## src/rtl/rq_pkg.sv

```systemverilog
package rq_pkg;

  // number of ring slots an instruction occupies
  function automatic int slot_cost(input int uops, input int depth);
    if (uops < 1) return 1;
    if (uops > depth) return depth;
    return uops;
  endfunction

  // advance a ring position by n slots, n never above depth
  function automatic int ring_step(input int pos, input int n, input int depth);
    int s;
    s = pos + n;
    if (s >= depth) s = s - depth;
    return s;
  endfunction

endpackage

```

## src/rtl/rq_slot_store.sv

```systemverilog
module rq_slot_store #(
  parameter int QDEPTH = 8,
  parameter int ID_W   = 8,
  localparam int IDX_W = $clog2(QDEPTH),
  localparam int CNT_W = $clog2(QDEPTH + 1)
) (
  input  logic                             clk,
  input  logic                             rst_n,
  input  logic                             wr_en,
  input  logic [IDX_W-1:0]                 wr_idx,
  input  logic [ID_W-1:0]                  wr_id,
  input  logic [CNT_W-1:0]                 wr_ns,
  input  logic                             set_en,
  input  logic [IDX_W-1:0]                 set_idx,
  input  logic [QDEPTH-1:0]                clr,
  output logic [QDEPTH-1:0][ID_W-1:0]      id_q,
  output logic [QDEPTH-1:0][CNT_W-1:0]     ns_q,
  output logic [QDEPTH-1:0]                done_q
);

  for (genvar i = 0; i < QDEPTH; i++) begin : g_slot
    logic hit_wr;
    logic hit_set;
    assign hit_wr  = wr_en  && (wr_idx  == IDX_W'(i));
    assign hit_set = set_en && (set_idx == IDX_W'(i));

    always_ff @(posedge clk) begin
      if (!rst_n) begin
        id_q[i]   <= '0;
        ns_q[i]   <= '0;
        done_q[i] <= 1'b0;
      end else begin
        if (hit_wr) begin
          id_q[i] <= wr_id;
          ns_q[i] <= wr_ns;
        end
        // a fresh reservation wins over any other flag update
        if (hit_wr)       done_q[i] <= 1'b0;
        else if (clr[i])  done_q[i] <= 1'b0;
        else if (hit_set) done_q[i] <= 1'b1;
      end
    end
  end

  AST_RSV_FRESH: assert property (@(posedge clk) disable iff (!rst_n)
    wr_en |=> !done_q[$past(wr_idx)]);

endmodule

```

## src/rtl/rq_retire_walk.sv

```systemverilog
module rq_retire_walk
  import rq_pkg::*;
#(
  parameter int QDEPTH    = 8,
  parameter int ID_W      = 8,
  parameter int RET_LIMIT = 2,
  localparam int IDX_W = $clog2(QDEPTH),
  localparam int CNT_W = $clog2(QDEPTH + 1)
) (
  input  logic [IDX_W-1:0]                 head,
  input  logic [CNT_W-1:0]                 used,
  input  logic [QDEPTH-1:0]                done,
  input  logic [QDEPTH-1:0][CNT_W-1:0]     ns,
  input  logic [QDEPTH-1:0][ID_W-1:0]      ids,
  output logic [CNT_W-1:0]                 cnt,
  output logic [QDEPTH-1:0][ID_W-1:0]      ret_ids,
  output logic [CNT_W-1:0]                 freed,
  output logic [QDEPTH-1:0]                clr,
  output logic [IDX_W-1:0]                 head_next
);

  always_comb begin
    logic [IDX_W-1:0] p;
    logic             go;
    int               consumed;
    int               n;
    p        = head;
    go       = 1'b1;
    consumed = 0;
    n        = 0;
    ret_ids  = '0;
    clr      = '0;
    for (int k = 0; k < QDEPTH; k++) begin
      go = go && (consumed < int'(used)) && done[p] &&
           ((RET_LIMIT == 0) || (k < RET_LIMIT));
      if (go) begin
        ret_ids[k] = ids[p];
        clr[p]     = 1'b1;
        consumed   = consumed + int'(ns[p]);
        p          = IDX_W'(ring_step(int'(p), int'(ns[p]), QDEPTH));
        n          = n + 1;
      end
    end
    cnt       = CNT_W'(n);
    freed     = CNT_W'(consumed);
    head_next = p;
  end

endmodule

```

## src/rtl/rq_retire_unit.sv

```systemverilog
module rq_retire_unit
  import rq_pkg::*;
#(
  parameter int QDEPTH    = 8,
  parameter int ID_W      = 8,
  parameter int UOP_W     = 4,
  parameter int RET_LIMIT = 2,
  localparam int IDX_W = $clog2(QDEPTH),
  localparam int CNT_W = $clog2(QDEPTH + 1)
) (
  input  logic                     clk,
  input  logic                     rst_n,
  input  logic                     rsv_valid,
  input  logic [ID_W-1:0]          rsv_id,
  input  logic [UOP_W-1:0]         rsv_uops,
  output logic [IDX_W-1:0]         rsv_token,
  input  logic                     exe_valid,
  input  logic [IDX_W-1:0]         exe_token,
  output logic                     exe_dup,
  output logic [CNT_W-1:0]         free_slots,
  output logic [CNT_W-1:0]         ret_count,
  output logic [QDEPTH*ID_W-1:0]   ret_ids
);

  logic [IDX_W-1:0] head_q, tail_q;
  logic [CNT_W-1:0] free_q;

  // internal events, named for the checks below
  logic [CNT_W-1:0] rsv_cost;
  logic             rsv_take;
  logic [CNT_W-1:0] rsv_dec;
  logic             exe_set;
  logic [CNT_W-1:0] used;

  logic [QDEPTH-1:0][ID_W-1:0]  id_arr;
  logic [QDEPTH-1:0][CNT_W-1:0] ns_arr;
  logic [QDEPTH-1:0]            done_arr;

  logic [CNT_W-1:0]             wk_cnt;
  logic [QDEPTH-1:0][ID_W-1:0]  wk_ids;
  logic [CNT_W-1:0]             wk_freed;
  logic [QDEPTH-1:0]            wk_clr;
  logic [IDX_W-1:0]             wk_head;

  assign rsv_cost = CNT_W'(slot_cost(int'(rsv_uops), QDEPTH));
  assign rsv_take = rsv_valid && (rsv_cost <= free_q);
  assign rsv_dec  = rsv_take ? rsv_cost : '0;
  assign exe_dup  = exe_valid && done_arr[exe_token];
  assign exe_set  = exe_valid && !exe_dup;
  assign used     = CNT_W'(QDEPTH) - free_q;

  rq_slot_store #(.QDEPTH(QDEPTH), .ID_W(ID_W)) u_store (
    .clk     (clk),
    .rst_n   (rst_n),
    .wr_en   (rsv_take),
    .wr_idx  (tail_q),
    .wr_id   (rsv_id),
    .wr_ns   (rsv_cost),
    .set_en  (exe_set),
    .set_idx (exe_token),
    .clr     (wk_clr),
    .id_q    (id_arr),
    .ns_q    (ns_arr),
    .done_q  (done_arr)
  );

  rq_retire_walk #(.QDEPTH(QDEPTH), .ID_W(ID_W), .RET_LIMIT(RET_LIMIT)) u_walk (
    .head      (head_q),
    .used      (used),
    .done      (done_arr),
    .ns        (ns_arr),
    .ids       (id_arr),
    .cnt       (wk_cnt),
    .ret_ids   (wk_ids),
    .freed     (wk_freed),
    .clr       (wk_clr),
    .head_next (wk_head)
  );

  always_ff @(posedge clk) begin
    if (!rst_n) begin
      head_q <= '0;
      tail_q <= '0;
      free_q <= CNT_W'(QDEPTH);
    end else begin
      head_q <= wk_head;
      if (rsv_take)
        tail_q <= IDX_W'(ring_step(int'(tail_q), int'(rsv_cost), QDEPTH));
      free_q <= free_q - rsv_dec + wk_freed;
    end
  end

  assign rsv_token  = tail_q;
  assign free_slots = free_q;
  assign ret_count  = wk_cnt;
  assign ret_ids    = wk_ids;

  AST_RING_SUM: assert property (@(posedge clk) disable iff (!rst_n)
    ((int'(head_q) + QDEPTH - int'(free_q)) % QDEPTH) == int'(tail_q));
  AST_FREE_BOUND: assert property (@(posedge clk) disable iff (!rst_n)
    free_q <= CNT_W'(QDEPTH));
  AST_HEAD_HOLD: assert property (@(posedge clk) disable iff (!rst_n)
    (ret_count == '0) |=> $stable(head_q));
  AST_RET_NEEDS_DONE: assert property (@(posedge clk) disable iff (!rst_n)
    (ret_count != '0) |-> done_arr[head_q]);
  AST_RET_LIMIT: assert property (@(posedge clk) disable iff (!rst_n)
    (RET_LIMIT == 0) || (int'(ret_count) <= RET_LIMIT));
  AST_DROP_KEEP: assert property (@(posedge clk) disable iff (!rst_n)
    (rsv_valid && !rsv_take) |=> $stable(tail_q));
  AST_NO_COLLIDE: assert property (@(posedge clk) disable iff (!rst_n)
    !(rsv_take && exe_valid && (exe_token == tail_q)));

endmodule

```

## config.mk

```make
export PLATFORM = sky130hd
export DESIGN_NAME = rq_retire_unit
export DESIGN_NICKNAME = d
export VERILOG_FILES = /design/src/rtl/rq_pkg.sv /design/src/rtl/rq_slot_store.sv /design/src/rtl/rq_retire_walk.sv /design/src/rtl/rq_retire_unit.sv
export SDC_FILE = /design/constraint.sdc
export NUM_CORES = 1
export LEC_CHECK = 0
export ABC_CLOCK_PERIOD_IN_PS = 8200
export BUFFER_PORTS_ARGS = -buffer_cell sky130_fd_sc_hd__buf_2
export CORE_ASPECT_RATIO = 1.4
export CORE_MARGIN = 2
export CORE_UTILIZATION = 44
export DETAILED_ROUTE_END_ITERATION = 6
export PLACE_DENSITY = 0.64
export SLEW_MARGIN = 30
export SYNTH_ARGS = -nofsm -noshare
export SYNTH_HDL_FRONTEND = slang
export SYNTH_SLANG_ARGS = --single-unit
```

## constraint.sdc

```tcl
create_clock -name clk -period 8.2 [get_ports clk]
set_input_delay 2.46 -clock clk [delete_from_list [all_inputs] [get_ports clk]]
set_output_delay 2.46 -clock clk [all_outputs]
set_load 0.005 [all_outputs]
```

==> reports/metrics.yaml, run 1 <==
outcome:
  status: "finished, final reports clean"
setup_path:
  crit_path_end_kind: "primary output"
  required_ps: 5740
  cp_slowest_stage_delay_ps: 700
  path_class: "reg2out"
  critPathTopFamily: "simple AND/OR/NAND/NOR gates"
  crit_path_cell_trace: "buf_4, or2_2, nor2_1, a211oi_1, inv_1, ha_1, fa_1, xnor2_1, nand2_2, xnor2_2, buf_4, and4_1, a2111o_1, or3_2, clkinv_2, ha_1, buf_2"
  start_kind: "flop"
  worst-path-buf-inv: 5
  cp_max_fo: 25
  cp_slowest_cell: "or3_2"
  worstPathArrival_ps: 5490
cts:
  cts_made_buffers: 17
  cts_buffer_depth: 2
  postCtsHoldBufs: 0
  htree_levels: 4
  clk_pin_slew_ps: 60
  cts_root_buf: "clkbuf_16"
  clkSinkCount: 114
  clk_latency_ps: 410
  cts_tree: "done"
floorplanning:
  die_h_microns: 158.5
  io-pin-count: 95
  rows: 56
  die_x_microns: 114.4
  die_area_sq_um: 18130
  fp.coreArea_sq_um: 16750
  start_util_pct: 44.80
detailed_routing:
  wire_per_inst_microns: 20.30
  wl_microns: 24010
  antenna_left: 0
  drt_iter0_drc: 580
  vias_per_cell: 5.893
  num_vias: 6971
  drc: 0
  drtPass1Iterations: 5
placement:
  dp_cells: 1151
  dp.final_hpwl_microns: 16470
  globalplace.congestion: 0.9896
  place.port_buffers: 44
  place_ws_ps: 672.5
synth:
  avgSynthCellArea_sq_um: 7.847
  synthesis.area_sq_um: 7502
  ys_types: 79
  ys_ff_latch: 114
  ys.warnings.count: 0
  synthCells: 956
  synthFlopType: "dfxtp_1"
  synthArstFlopShare_pct: 0
  synth_edf_count: 0
  yosysSeqAreaShare_pct: 30.42
sta:
  relSlewSlack_pct: 36.30
  worst_pin_slew_ps: 952.8
  finalMaxSlewViolations: 0
  grt_setup_unrepaired: "no"
  fin_crit_sh_pct: 96.92
  whs_ps: 457.0
  fin_tns_setup_ps: 0
  final_hold_viol_count: 0
  max_freq_ghz: 0.1258
  period_needed_ps: 7947
  finalSetupViolCount: 0
  fin_ws_ps: 252.9
  fin_worst_skew_ps: 10.30
global_routing:
  antenna_found_initial: 0
  grt_pass1_vias: 6497
  track_usage_pct: 26.60
  globalRoute.totalOverflow: 0
  grt_pass1_wl_microns: 36250
  grt_max_degree: 105
power_and_ir_drop:
  powerDensity_nw_per_um2: 221.8
  power.leakage_nw: 3.418
  peakVddDrop_mv: 0.1341
run:
  cap_violations: 0
cells_and_area:
  area_growth_pct: 9.890
  utilization_pct: 49.23
  nets: 1010
  drive_gt1_share_pct: 15.00
  final_cells: 1183
  antennaDiodeCount: 0
hold_path:
  worstHoldPathType: "reg2reg"
-- per-stage QoR --
stage               instance area, sq um  power (mW)
global route                        8244       1.912
detailed placement                  7647       1.093
CTS                                 8237       1.829
floorplan                           7686      0.9797
global placement                    7636       1.089
finish                              8244       1.829
-- worst min-delay path, delay by kind of cell, from the launching register on --
family / cells / cell delay [ps]
compound gates: 1 / 60
flops: 1 / 300
simple gates: 1 / 50
-- kinds of logic (layout without fill, tap and decap cells) --
group	Yosys count	count (layout)	synth area share (%)
AND/OR/NAND/NOR	353	353	19.93
AO/OA/AOI/OAI	208	208	18.43
buffers and inverters	152	127	10.62
flip-flops	114	114	30.42
multiplexers	88	88	13.76
adder cells (fa/ha/maj)	25	25	4.836
XOR/XNOR	15	15	1.951
other	1	50	0.04999
-- registers in the layout (all words and copies together), names as in the netlist --
register / count
free_slots: 4
u_store.done_q: 8
u_store.ns_q: 32
rsv_token: 3
u_store.id_q: 64
head_q: 3
-- power by group --
group / leakage [nW] / internal [mW] / total (mW) / switching, mW
Combinational: 2.21 / 0.179 / 0.458 / 0.279
Clock: 0.282 / 0.464 / 0.738 / 0.274
Sequential: 0.923 / 0.588 / 0.633 / 0.0457
Total: 3.42 / 1.23 / 1.83 / 0.599
-- placed cells by master (no fill, tap or decap), types with 4 or more instances in the layout --
master / n
nand3b_1: 4
mux4_2: 10
o31ai_1: 4
o22ai_1: 16
a311oi_1: 5
nand2b_1: 6
fa_1: 7
clkinv_2: 4
clkbuf_16: 17
nor2_1: 149
a211oi_2: 5
buf_4: 18
a211oi_1: 7
o221ai_1: 7
mux2i_1: 66
xnor2_1: 8
dfxtp_1: 112
conb_1: 50
a31oi_1: 11
buf_2: 44
ha_1: 17
nand3_1: 12
inv_1: 27
mux2_2: 11
o2111ai_1: 7
and2_1: 4
o21ai_0: 23
a21oi_1: 85
xor2_1: 5
nand2_1: 142
nor3_1: 4
-- worst paths after layout --
| kind | from | endpoint | slack [ps] | cells past startpoint |
|---|---|---|---|---|
| hold reg to reg | u_store.id_q[6]$_SDFFE_PN0P_ | u_store.id_q[6]$_SDFFE_PN0P_ | 460 | 2 |
| setup reg to reg | head_q[1]$_SDFF_PN0_ | free_slots[3]$_SDFF_PN1_ | 700 | 31 |
| setup / recovery | head_q[1]$_SDFF_PN0_ | ret_count[0] | 250 | 17 |
| hold / removal | u_store.id_q[6]$_SDFFE_PN0P_ | u_store.id_q[6]$_SDFFE_PN0P_ | 460 | 2 |
-- area by class of cell --
type / count / area [sq um]
fill: 1605 / 8502
multi-input combinational: 739 / 4628
sequential: 114 / 2285
clock buffer: 20 / 456.7
timing repair buffer: 63 / 366.6
tap: 203 / 254.0
clock inverter: 12 / 132.6
inverter: 32 / 121.4
-- synth_stat cells, drive strengths merged, types with 7 or more instances --
| cell type | number | area (sq um) |
|---|---|---|
| a211oi | 12 | 115.1 |
| a21oi | 86 | 434.2 |
| a31oi | 11 | 68.82 |
| buf | 63 | 461.7 |
| clkbuf | 57 | 214.0 |
| dfxtp | 114 | 2282 |
| fa | 7 | 140.1 |
| ha | 17 | 212.7 |
| inv | 29 | 108.9 |
| mux2 | 11 | 123.9 |
| mux2i | 67 | 683.2 |
| mux4 | 10 | 225.2 |
| nand2 | 143 | 539.3 |
| nand3 | 13 | 65.06 |
| nor2 | 149 | 559.3 |
| o2111ai | 7 | 61.31 |
| o21ai | 23 | 115.1 |
| o221ai | 7 | 61.31 |
| o22ai | 16 | 100.1 |
| xnor2 | 9 | 86.34 |
-- routing by layer --
layer | track usage [%] | vias up | wire length (microns)
met5 | 0 | - | 0
met4 | 20.85 | 0 | 1759
met3 | 3.540 | 92 | 1690
met2 | 44.08 | 375 | 11470
met1 | 30.88 | 3248 | 9092
li1 | - | 3256 | -
-- repair_timing --
action	CTS	global route
buffers inserted	0	0
endpoints found under the setup margin	0	2
gates resized for setup	0	2
No activity file was read; power rests on OpenSTA's default activity.
==> run 2: changes to the inputs <==
BUFFER_PORTS_ARGS = -buffer_cell sky130_fd_sc_hd__buf_4   (was -buffer_cell sky130_fd_sc_hd__buf_2)
==> reports/metrics.yaml, run 2 (synthesized netlist as in run 1, its figures left out) <==
floorplanning:
  rows: 56  # unchanged
  fp.coreArea_sq_um: 16750  # unchanged
  start_util_pct: 44.80  # unchanged
  die_h_microns: 158.5  # unchanged
  die_x_microns: 114.4  # unchanged
  die_area_sq_um: 18130  # unchanged
  io-pin-count: 95  # unchanged
cts:
  cts_made_buffers: 17  # unchanged
  htree_levels: 4  # unchanged
  clk_pin_slew_ps: 60  # about the same
  cts_buffer_depth: 2  # unchanged
  cts_tree: "done"
  postCtsHoldBufs: 0  # unchanged
  clkSinkCount: 114  # unchanged
  cts_root_buf: "clkbuf_16"
  clk_latency_ps: 420  # about the same
setup_path:
  cp_slowest_cell: "or3_2"
  required_ps: 5740  # about the same
  cp_slowest_stage_delay_ps: 670  # -30 ps
  cp_max_fo: 25  # unchanged
  worstPathArrival_ps: 5360  # -130 ps
  rrSetupSlack_ps: 610  # -90 ps
  crit_path_cell_trace: "nand2b_1, buf_4, o22ai_1, a211oi_1, inv_1, ha_1, fa_1, xnor2_1, nand2_2, xnor2_2, nor3b_1, a2111o_1, or3_2, clkinv_2, ha_1, buf_4"
  r2r-start: "head_q[2]$_SDFF_PN0_"
  path_class: "reg2out"
  crit_path_end_kind: "primary output"
  reg2regPathDepth: 31  # unchanged
  timing.rr.end: "free_slots[3]$_SDFF_PN1_"
  crit_start: "head_q[2]$_SDFF_PN0_"
  start_kind: "flop"
cells_and_area:
  largest_reg_flops: 64  # unchanged
  regMostFlops: "u_store.id_q"
  drive_gt1_share_pct: 14.87  # -0.13 points
  layout_common_cells: "nor2_1, nand2_1, dfxtp_1"
  area_growth_pct: 11.62
  final_common_cell: "nor2_1"
  largestRegisters: "u_store.id_q x64, u_store.ns_q x32, u_store.done_q x8"
  nets: 1012  # +0.20%
  antennaDiodeCount: 0  # unchanged
global_routing:
  antenna_found_initial: 0  # unchanged
  globalRoute.totalOverflow: 0  # unchanged
  grt_pass1_wl_microns: 37030  # +2.2%
  grt_max_degree: 59  # -44%
  track_usage_pct: 26.74  # +0.14 points
  grt_pass1_vias: 6700  # +3.1%
hold_path:
  hold_depth: 2  # unchanged
  worstHoldStart: "u_store.id_q[6]$_SDFFE_PN0P_"
  hold_path_end: "u_store.id_q[6]$_SDFFE_PN0P_"
  worstHoldPathType: "reg2reg"
power_and_ir_drop:
  p_total_mw: 1.875  # +2.6%
  power.leakage_nw: 3.447  # +0.86%
  swShare_pct: 32.93  # +0.19 points
  peakVddDrop_mv: 0.1141  # -15%
  combPwrFrac_pct: 24.8  # -0.2 points
  switching_power_mw: 0.6176  # +3.1%
  clock_power_share_pct: 41.5  # +1.2 points
  p_int_mw: 1.258  # +2.3%
  seqPwrFrac_pct: 33.7  # -0.9 points
  powerDensity_nw_per_um2: 224.0  # +0.97%
sta:
  max_freq_ghz: 0.1278  # +1.6%
  period_needed_ps: 7823  # -123.9 ps
  finalSetupViolCount: 0  # unchanged
  grt_setup_unrepaired: "no"
  fin_tns_setup_ps: 0  # unchanged
  fin_crit_sh_pct: 95.41  # -1.5 points
  relSlewSlack_pct: 34.52  # -1.8 points
  worst_pin_slew_ps: 979.5  # +26.66 ps
  final_hold_viol_count: 0  # unchanged
  fin_worst_skew_ps: 9.116  # -1.183 ps
  finalMaxSlewViolations: 0  # unchanged
  fin_ws_ps: 376.7  # +123.9 ps
detailed_routing:
  drc: 0  # unchanged
  drtPass1Iterations: 6  # +1
  wl_microns: 23510  # -2.1%
  vias_per_cell: 5.934  # +0.70%
  antenna_left: 0  # unchanged
  wire_per_inst_microns: 19.84  # -2.2%
  drt_iter0_drc: 491  # -15%
  num_vias: 7032  # +0.88%
outcome:
  status: "finished, final reports clean"
placement:
  place_ws_ps: 733.7  # +61.20 ps
  place.port_buffers: 44  # unchanged
  globalplace.congestion: 0.9466  # -4.3%
  dp.final_hpwl_microns: 16520  # +0.32%
run:
  cap_violations: 0  # unchanged
[run 2: area by class of cell]
class,instances,area (sq um)
timing repair buffer,65,488.0
inverter,32,122.6
tap,203,254.0
multi-input combinational,739,4617
clock inverter,13,175.2
fill,1608,8372
clock buffer,19,432.9
sequential,114,2285
[run 2: repair_timing]
action,in CTS,in global routing
resized for setup,0,1
endpoints found under the setup margin,0,2
buffers inserted,0,0
[run 2: how the worst max path moves through the flow]
stage,slack [ps],endpoint,depth (start not counted)
after floorplan,1280,free_slots[3]$_SDFF_PN1_,32
after global placement,910,free_slots[3]$_SDFF_PN1_,31
after detailed placement,730,free_slots[3]$_SDFF_PN1_,31
after CTS,270,ret_count[0],16
after global routing,20,ret_count[0],16
final,380,ret_count[0],16
[run 2: metrics by stage]
step                cells  cell area [sq um]  hold WS (ps)  utilization (%)
detailed placement   1153               7764         446.5            46.36
global placement     1153               7761         445.1            46.35
CTS                  1185               8372         454.2            49.99
finish               1185               8374         459.3            50.01
floorplan            1005               7686         436.3                -
global route         1185               8374         497.0            50.01
[run 2: worst max-delay path, delay by kind of cell (launching register included)]
kind / cells / cell delay [ps]
simple gates: 4 / 1060
compound gates: 3 / 970
xor+xnor: 2 / 680
fa+ha+maj: 3 / 940
buf+inv: 4 / 640
flops: 1 / 640
[run 2: power groups by stage]
stage	registers (mW)	logic, mW	clock network [mW]
floorplan	0.623	0.357	0
global placement	0.643	0.450	0
detailed placement	0.643	0.457	0
CTS	0.632	0.460	0.784
global route	0.636	0.518	0.805
finish	0.631	0.465	0.779
[run 2: layer usage]
metal | wire length [microns] | global-route usage, % | up-vias
met1 | 9099 | 31.88 | 3326
met5 | 0 | 0 | -
met4 | 1547 | 16.84 | 0
li1 | - | - | 3264
met2 | 11380 | 44.95 | 340
met3 | 1479 | 4.035 | 102
